===== config.mk =====
export PLATFORM = sky130hd
export DESIGN_NAME = flow_sequencer
export DESIGN_NICKNAME = d
export VERILOG_FILES = /design/src/rtl/flow_pkg.sv /design/src/rtl/flow_cond_eval.sv /design/src/rtl/flow_target_mux.sv /design/src/rtl/flow_sequencer.sv
export SDC_FILE = /design/constraint.sdc
export NUM_CORES = 1
export LEC_CHECK = 0
export ABC_AREA = 1
export BUFFER_PORTS_ARGS = -buffer_cell sky130_fd_sc_hd__buf_2
export CAP_MARGIN = 25
export CORE_ASPECT_RATIO = 0.75
export CORE_MARGIN = 3
export CORE_UTILIZATION = 35
export DETAILED_ROUTE_END_ITERATION = 8
export PLACE_DENSITY = 0.53
export SETUP_SLACK_MARGIN = 0.5
export SLEW_MARGIN = 20
export SYNTH_ARGS = -nofsm -noshare
export SYNTH_HDL_FRONTEND = slang
export SYNTH_SLANG_ARGS = --single-unit

===== constraint.sdc =====
create_clock -name clk -period 4.9 [get_ports clk]
set_clock_uncertainty 0.2 [all_clocks]
set_input_delay 0.245 -clock clk [delete_from_list [all_inputs] [get_ports clk]]
set_output_delay 0.245 -clock clk [all_outputs]
set_load 0.005 [all_outputs]

===== src/rtl/flow_pkg.sv =====
package flow_pkg;

    typedef enum logic [2:0] {
        OP_NEXT = 3'd0,
        OP_JUMP = 3'd1,
        OP_CALL = 3'd2,
        OP_RET  = 3'd3,
        OP_RST  = 3'd4,
        OP_HALT = 3'd5,
        OP_EI   = 3'd6,
        OP_DI   = 3'd7
    } flow_op_e;

    typedef enum logic [2:0] {
        ST_READY,
        ST_PUSH_HI,
        ST_PUSH_LO,
        ST_POP_LO,
        ST_POP_HI,
        ST_POP_FIN,
        ST_HALT
    } flow_state_e;

    typedef enum logic [1:0] {
        TGT_IMM,
        TGT_RST,
        TGT_TRAP,
        TGT_IRQ
    } tgt_sel_e;

    // flag bit positions within the flags input
    localparam int FLG_CY = 0;
    localparam int FLG_P  = 1;
    localparam int FLG_Z  = 2;
    localparam int FLG_S  = 3;
    localparam int NUM_FLAGS = 4;

endpackage


===== src/rtl/flow_cond_eval.sv =====
module flow_cond_eval
    import flow_pkg::*;
#(
    parameter int CC_W = 3
) (
    input  logic [NUM_FLAGS-1:0] flags_i,
    input  logic [CC_W-1:0]      cc_i,
    output logic                 true_o
);
    localparam int NUM_CC = 1 << CC_W;

    logic [NUM_CC-1:0] cond_vec;

    // code pairs test one flag; even code wants 0, odd code wants 1
    for (genvar k = 0; k < NUM_CC; k++) begin : g_cc
        localparam int GRP = (k / 2) % 4;
        localparam int FI  = (GRP == 0) ? FLG_Z  :
                             (GRP == 1) ? FLG_CY :
                             (GRP == 2) ? FLG_P  : FLG_S;
        localparam logic POL = logic'(k % 2);
        assign cond_vec[k] = (flags_i[FI] == POL);
    end

    assign true_o = cond_vec[cc_i];

endmodule


===== src/rtl/flow_target_mux.sv =====
module flow_target_mux
    import flow_pkg::*;
#(
    parameter int DATA_W     = 8,
    parameter int RST_W      = 3,
    parameter int RST_STRIDE = 8,
    parameter int TRAP_VEC   = 'h24,
    parameter int IRQ_VEC    = 'h3C
) (
    input  tgt_sel_e              sel_i,
    input  logic [DATA_W-1:0]     imm_lo_i,
    input  logic [DATA_W-1:0]     imm_hi_i,
    input  logic [RST_W-1:0]      rst_num_i,
    output logic [2*DATA_W-1:0]   target_o
);
    localparam int ADDR_W  = 2 * DATA_W;
    localparam int NUM_RST = 1 << RST_W;

    logic [ADDR_W-1:0] rst_vec [NUM_RST];

    for (genvar n = 0; n < NUM_RST; n++) begin : g_rst
        assign rst_vec[n] = ADDR_W'(n * RST_STRIDE);
    end

    always_comb begin
        unique case (sel_i)
            TGT_IMM:  target_o = {imm_hi_i, imm_lo_i};
            TGT_RST:  target_o = rst_vec[rst_num_i];
            TGT_TRAP: target_o = ADDR_W'(TRAP_VEC);
            TGT_IRQ:  target_o = ADDR_W'(IRQ_VEC);
            default:  target_o = '0;
        endcase
    end

endmodule


===== src/rtl/flow_sequencer.sv =====
module flow_sequencer
    import flow_pkg::*;
#(
    parameter int DATA_W     = 8,
    parameter int RST_W      = 3,
    parameter int CC_W       = 3,
    parameter int LEN_W      = 2,
    parameter int RST_STRIDE = 8,
    parameter int RESET_PC   = 0,
    parameter int RESET_SP   = 'h0100,
    parameter int TRAP_VEC   = 'h24,
    parameter int IRQ_VEC    = 'h3C
) (
    input  logic                  clk,
    input  logic                  rst_n,
    input  logic                  req_valid_i,
    input  logic [2:0]            req_op_i,
    input  logic                  cond_en_i,
    input  logic [CC_W-1:0]       cond_code_i,
    input  logic [3:0]            flags_i,
    input  logic [DATA_W-1:0]     imm_lo_i,
    input  logic [DATA_W-1:0]     imm_hi_i,
    input  logic [RST_W-1:0]      rst_num_i,
    input  logic [LEN_W-1:0]      instr_len_i,
    input  logic                  irq_i,
    input  logic                  trap_i,
    input  logic [DATA_W-1:0]     stk_rdata_i,
    output logic [2*DATA_W-1:0]   pc_o,
    output logic [2*DATA_W-1:0]   sp_o,
    output logic                  stk_wr_o,
    output logic                  stk_rd_o,
    output logic [2*DATA_W-1:0]   stk_addr_o,
    output logic [DATA_W-1:0]     stk_wdata_o,
    output logic                  busy_o,
    output logic                  halted_o,
    output logic                  inte_o
);
    localparam int ADDR_W = 2 * DATA_W;
    localparam logic [ADDR_W-1:0] ONE = ADDR_W'(1);
    localparam logic [ADDR_W-1:0] TWO = ADDR_W'(2);

    flow_state_e       state_q, state_d;
    logic [ADDR_W-1:0] pc_q, sp_q, ret_q, tgt_q;
    logic [DATA_W-1:0] lo_q;
    logic              inte_q;

    flow_op_e          op;
    logic              cond_true, taken, int_pend, offered;
    tgt_sel_e          tgt_sel;
    logic [ADDR_W-1:0] tgt_w, pc_adv;

    assign op       = flow_op_e'(req_op_i);
    assign offered  = (state_q == ST_READY) && req_valid_i;
    assign taken    = !cond_en_i || cond_true;
    assign int_pend = trap_i || (irq_i && inte_q);
    assign pc_adv   = pc_q + ADDR_W'(instr_len_i);

    flow_cond_eval #(.CC_W(CC_W)) u_cond (
        .flags_i (flags_i),
        .cc_i    (cond_code_i),
        .true_o  (cond_true)
    );

    always_comb begin
        if (offered)
            tgt_sel = (op == OP_RST) ? TGT_RST : TGT_IMM;
        else if (trap_i)
            tgt_sel = TGT_TRAP;
        else
            tgt_sel = TGT_IRQ;
    end

    flow_target_mux #(
        .DATA_W     (DATA_W),
        .RST_W      (RST_W),
        .RST_STRIDE (RST_STRIDE),
        .TRAP_VEC   (TRAP_VEC),
        .IRQ_VEC    (IRQ_VEC)
    ) u_tgt (
        .sel_i     (tgt_sel),
        .imm_lo_i  (imm_lo_i),
        .imm_hi_i  (imm_hi_i),
        .rst_num_i (rst_num_i),
        .target_o  (tgt_w)
    );

    // next-state logic
    always_comb begin
        state_d = state_q;
        unique case (state_q)
            ST_READY: begin
                if (req_valid_i) begin
                    case (op)
                        OP_CALL: state_d = taken ? ST_PUSH_HI : ST_READY;
                        OP_RET:  state_d = taken ? ST_POP_LO  : ST_READY;
                        OP_RST:  state_d = ST_PUSH_HI;
                        OP_HALT: state_d = ST_HALT;
                        default: state_d = ST_READY;
                    endcase
                end else if (int_pend) begin
                    state_d = ST_PUSH_HI;
                end
            end
            ST_PUSH_HI: state_d = ST_PUSH_LO;
            ST_PUSH_LO: state_d = ST_READY;
            ST_POP_LO:  state_d = ST_POP_HI;
            ST_POP_HI:  state_d = ST_POP_FIN;
            ST_POP_FIN: state_d = ST_READY;
            ST_HALT:    state_d = int_pend ? ST_PUSH_HI : ST_HALT;
            default:    state_d = ST_READY;
        endcase
    end

    // state register
    always_ff @(posedge clk or negedge rst_n) begin
        if (!rst_n) state_q <= ST_READY;
        else        state_q <= state_d;
    end

    // datapath registers
    always_ff @(posedge clk or negedge rst_n) begin
        if (!rst_n) begin
            pc_q   <= ADDR_W'(RESET_PC);
            sp_q   <= ADDR_W'(RESET_SP);
            ret_q  <= '0;
            tgt_q  <= '0;
            lo_q   <= '0;
            inte_q <= 1'b0;
        end else begin
            unique case (state_q)
                ST_READY: begin
                    if (req_valid_i) begin
                        case (op)
                            OP_JUMP: pc_q <= taken ? tgt_w : pc_adv;
                            OP_CALL, OP_RST: begin
                                pc_q  <= pc_adv;
                                ret_q <= pc_adv;
                                tgt_q <= tgt_w;
                            end
                            OP_EI: begin
                                pc_q   <= pc_adv;
                                inte_q <= 1'b1;
                            end
                            OP_DI: begin
                                pc_q   <= pc_adv;
                                inte_q <= 1'b0;
                            end
                            default: pc_q <= pc_adv;
                        endcase
                    end else if (int_pend) begin
                        ret_q  <= pc_q;
                        tgt_q  <= tgt_w;
                        inte_q <= 1'b0;
                    end
                end
                ST_PUSH_LO: begin
                    pc_q <= tgt_q;
                    sp_q <= sp_q - TWO;
                end
                ST_POP_HI: lo_q <= stk_rdata_i;
                ST_POP_FIN: begin
                    pc_q <= {stk_rdata_i, lo_q};
                    sp_q <= sp_q + TWO;
                end
                ST_HALT: begin
                    if (int_pend) begin
                        ret_q  <= pc_q;
                        tgt_q  <= tgt_w;
                        inte_q <= 1'b0;
                    end
                end
                default: ;
            endcase
        end
    end

    // outputs
    always_comb begin
        stk_wr_o    = 1'b0;
        stk_rd_o    = 1'b0;
        stk_addr_o  = sp_q;
        stk_wdata_o = ret_q[DATA_W-1:0];
        unique case (state_q)
            ST_PUSH_HI: begin
                stk_wr_o    = 1'b1;
                stk_addr_o  = sp_q - ONE;
                stk_wdata_o = ret_q[ADDR_W-1:DATA_W];
            end
            ST_PUSH_LO: begin
                stk_wr_o   = 1'b1;
                stk_addr_o = sp_q - TWO;
            end
            ST_POP_LO:  stk_rd_o = 1'b1;
            ST_POP_HI: begin
                stk_rd_o   = 1'b1;
                stk_addr_o = sp_q + ONE;
            end
            default: ;
        endcase
    end

    assign pc_o     = pc_q;
    assign sp_o     = sp_q;
    assign busy_o   = (state_q != ST_READY);
    assign halted_o = (state_q == ST_HALT);
    assign inte_o   = inte_q;

    // ---------------- assertions ----------------
    assert_jump_target_R2: assert property (@(posedge clk) disable iff (!rst_n)
        (offered && op == OP_JUMP && taken) |=>
            (pc_o == $past({imm_hi_i, imm_lo_i})) && $stable(sp_o));

    assert_not_taken_R4: assert property (@(posedge clk) disable iff (!rst_n)
        (offered && cond_en_i && !cond_true &&
         (op == OP_JUMP || op == OP_CALL || op == OP_RET)) |=>
            (pc_o == $past(pc_o) + $past(ADDR_W'(instr_len_i))) &&
            $stable(sp_o) && !busy_o);

    assert_push_sp_R5: assert property (@(posedge clk) disable iff (!rst_n)
        (state_q == ST_PUSH_LO) |=> (sp_o == $past(sp_o) - TWO));

    assert_wr_rd_excl_R5: assert property (@(posedge clk) disable iff (!rst_n)
        !(stk_wr_o && stk_rd_o));

    assert_pop_sp_R6: assert property (@(posedge clk) disable iff (!rst_n)
        (state_q == ST_POP_FIN) |=> (sp_o == $past(sp_o) + TWO));

    assert_halt_hold_R9: assert property (@(posedge clk) disable iff (!rst_n)
        (halted_o && !trap_i && !(irq_i && inte_o)) |=>
            (halted_o && $stable(pc_o)));

    assert_disable_R10: assert property (@(posedge clk) disable iff (!rst_n)
        (offered && op == OP_DI) |=> !inte_o);

    assert_int_clears_R11: assert property (@(posedge clk) disable iff (!rst_n)
        ((state_q == ST_READY && !req_valid_i && int_pend) ||
         (state_q == ST_HALT && int_pend)) |=> (!inte_o && state_q == ST_PUSH_HI));

endmodule


==> key figures <==
Die
  – Die area: 16500 um2
  – Die Y-Extent: 112 um
  – Row Count: 38
  – Die Width: 147 um
  – Starting Density: 36.0%
  – I/O Pins: 106
  – Core outline area: 14600 um2

Clocking
  – CTS tree: done
  – Worst-skew pair later-pin latency: 0.33 ns
  – Max H-tree Level: 3
  – Clk sinks: 75
  – Clock-pin slew on the worst setup and hold paths: 0.06 ns
  – CTS Buffer Depth: 2
  – CTS buffer count: 9
  – Resized Gates After CTS: 0
  – Root Buffer: clkbuf_16

Placed design
  – Placed insts: 1030
  – Gpl congestion: 0.880
  – Port bufs: 104
  – DPL Wire Length: 12.5 mm

Outcome
  – Status: completed

GRT
  – Largest net degree at the start of global routing: 76
  – First-pass GRT wire length: 26.4 mm
  – Initial antenna violation count: 0
  – Vias in the first global route: 4957
  – Total grt overflow: 0
  – GRT Total Usage: 20.0%

Layout
  – Area of the multi-input gates: 2800 um2
  – Fill cell count: 1559
  – Leading cell type in the layout, fill and taps excluded: nand2_1
  – Final non-filler cell total: 1049
  – Commonest non-fill, non-tap cells in the layout: nand2_1 (188), buf_2 (103), inv_1 (91), nor2_1 (74), dfrtp_1 (74)
  – Register Area: 1880 um2
  – Synth-to-layout area growth: 18.6%
  – Ant. Diodes: 0
  – Share of cells above drive strength 1: 19.7%
  – Final core utilization: 42.7%
  – Fin nets: 895

Logic synthesis
  – Synthesis-stage register bit count: 75
  – Yosys cell types: 44
  – Syn_nets: 807
  – Syn Inst Count: 756
  – Post-synthesis sequential area ratio: 35.7%
  – Avg Cell Area, Syn: 6.95 um2
  – Yosys warns: 0
  – Top FF cell, synth: dfrtp_1
  – Cell Area, Synth: 5250 um2
  – EDFF count, synth: 0
  – Ys async rst share: 100%

Pwr
  – Peak supply drop: 0.251 mV
  – Power per cell area: 710 nW/um2
  – Total power: 0.00443 W
  – LEAKAGE: 3.10 nW

STA
  – Tightest Pin Transition: 0.853 ns
  – Final-report max-slew violation count: 0
  – Fin crit period: 2.92 ns
  – Setup TNS Final: 0 ns
  – Max Fclk: 343 MHz
  – Hold slack: 0.00834 ns
  – Rel. slew slack: 43.0%
  – Final setup viols: 0
  – Final Cycle Share: 59.5%
  – Hold Fails Final Rpt: 0
  – RSZ-0062 raised after global routing: false

Routing
  – Vias: 5312
  – DRC viols: 0
  – Routed WL per cell: 15.7 um
  – Detail Route Antenna Nets: 0
  – Total Wirelength: 16.5 mm
  – Drt first pass iters: 5
  – Drt via density: 5.06
  – Starting DRT DRC Count: 541

Worst setup path
  – Kind of critical path: flop to output port
  – Largest stage delay, worst path: 0.48 ns
  – Critical-path cell list: nor3_4 -> inv_2 -> nand2_2 -> inv_2 -> o21ai_0 -> o21ai_0 -> buf_2
  – Worst EP required: 4.45 ns
  – CP startpoint kind: flop
  – CP arrival: 2.47 ns
  – Slowest-stage cell, CP: nor3_4
  – Crit-path max FO: 18
  – CP endpoint kind: output port
  – Cell family with most CP delay: simple AND/OR/NAND/NOR gates
  – Worst path bufs/invs: 3

Job
  – Max-Cap Viols: 0

Worst hold path
  – Tightest Hold Check Type: input port to flop
## flip-flops by register name, indices dropped and copies added, names as in the netlist
register,cells
ret_q,16
inte_o,1
sp_o,15
lo_q,8
state_q,3
tgt_q,16
pc_o,16
## cells in the mapped netlist, types with 2 or more instances
| cell type | n | share of area [%] |
|---|---|---|
| clkbuf_1 | 10 | 0.71 |
| nor3_1 | 11 | 1.0 |
| xnor2_1 | 5 | 0.83 |
| or2_2 | 2 | 0.24 |
| xor2_1 | 22 | 3.7 |
| buf_6 | 4 | 0.86 |
| a21oi_1 | 30 | 2.9 |
| inv_2 | 13 | 0.93 |
| nor3_2 | 2 | 0.38 |
| buf_4 | 5 | 0.71 |
| o21a_1 | 2 | 0.29 |
| nor2_2 | 3 | 0.36 |
| nand3_1 | 65 | 6.2 |
| a22oi_1 | 3 | 0.43 |
| nand3b_1 | 3 | 0.43 |
| nand2_1 | 188 | 13 |
| o22ai_2 | 10 | 2.4 |
| inv_1 | 91 | 6.5 |
| nor2_1 | 74 | 5.3 |
| o21ai_0 | 51 | 4.9 |
| nand2_2 | 6 | 0.71 |
| nand4_1 | 7 | 0.83 |
| nand3_2 | 2 | 0.38 |
| o22ai_1 | 22 | 2.6 |
| a211oi_1 | 6 | 0.86 |
| dfrtp_1 | 74 | 35 |
| a21boi_1 | 2 | 0.29 |
| a22o_1 | 3 | 0.50 |
| ha_1 | 5 | 1.2 |
| o21ai_1 | 9 | 0.86 |
| buf_2 | 12 | 1.1 |
| nor2_4 | 2 | 0.43 |
## stage by stage
stage | area, um2 | worst slack [ns]
floorplan | 5250 | 2.76
global route | 6230 | 1.70
global placement | 5860 | 2.35
finish | 6230 | 1.98
CTS | 6200 | 1.94
detailed placement | 5860 | 2.31
## cell families (layout without fill, tap and decap cells)
family                   Yosys count  count (layout)  share of synthesized area, %
AND/OR/NAND/NOR                  369             369                          30.6
AO/OA/AOI/OAI                    142             142                          16.6
buffers and inverters            136             229                          10.9
flip-flops                        75              75                          35.7
XOR/XNOR                          27              27                          4.50
adder cells (fa/ha/maj)            6               6                          1.57
other                              1               1                        0.0714
## what timing repair did
| action | in CTS | in global routing |
|---|---|---|
| hold endpoints to repair | 74 | 0 |
| buffers inserted | 0 | 0 |
| hold buffers | 1 | 0 |
## area by class of cell
type | count | share of cell area, %
inverters | 104 | 6.26
clock inverters | 4 | 1.16
well taps | 200 | 4.02
clock buffers | 12 | 4.12
repair buffers | 109 | 9.36
flip-flops and latches | 75 | 30.1
multi-input cells | 545 | 45.0
## routing by layer
layer	GRT usage, %	up-vias	routed length (um)
met3	3.35	12	1010
met2	27.8	182	6640
met1	32.0	2489	8650
met4	4.53	0	144
li1	-	2629	-
met5	0	-	0
## tightest hold or removal path, cell delays in order
cell	delay, ns
buf_2	0.10
inv_1	0.07
o21ai_0	0.08
## report_power, final
group	total (W)	switching (W)	internal, W	leakage [nW]
Sequential	0.00125	0.000323	0.000923	0.882
Combinational	0.00244	0.00155	0.000892	2.06
Clock	0.000735	0.000261	0.000473	0.159
Total	0.00443	0.00214	0.00229	3.10
## path summary, 6_finish.rpt
check                                from            end  slack [ns]  cells after the start
max                            state_q[0]  stk_addr_o[4]        1.98                      7
min                        stk_rdata_i[7]        lo_q[7]       0.008                      3
max reg2reg                    state_q[2]        sp_o[7]        2.32                      6
min reg2reg                      ret_q[4]       ret_q[4]        0.29                      2
max in group asynchronous           rst_n        sp_o[8]        3.71                      3
min in group asynchronous           rst_n        sp_o[1]        0.16                      2
Power figures use the tool's default switching activity.
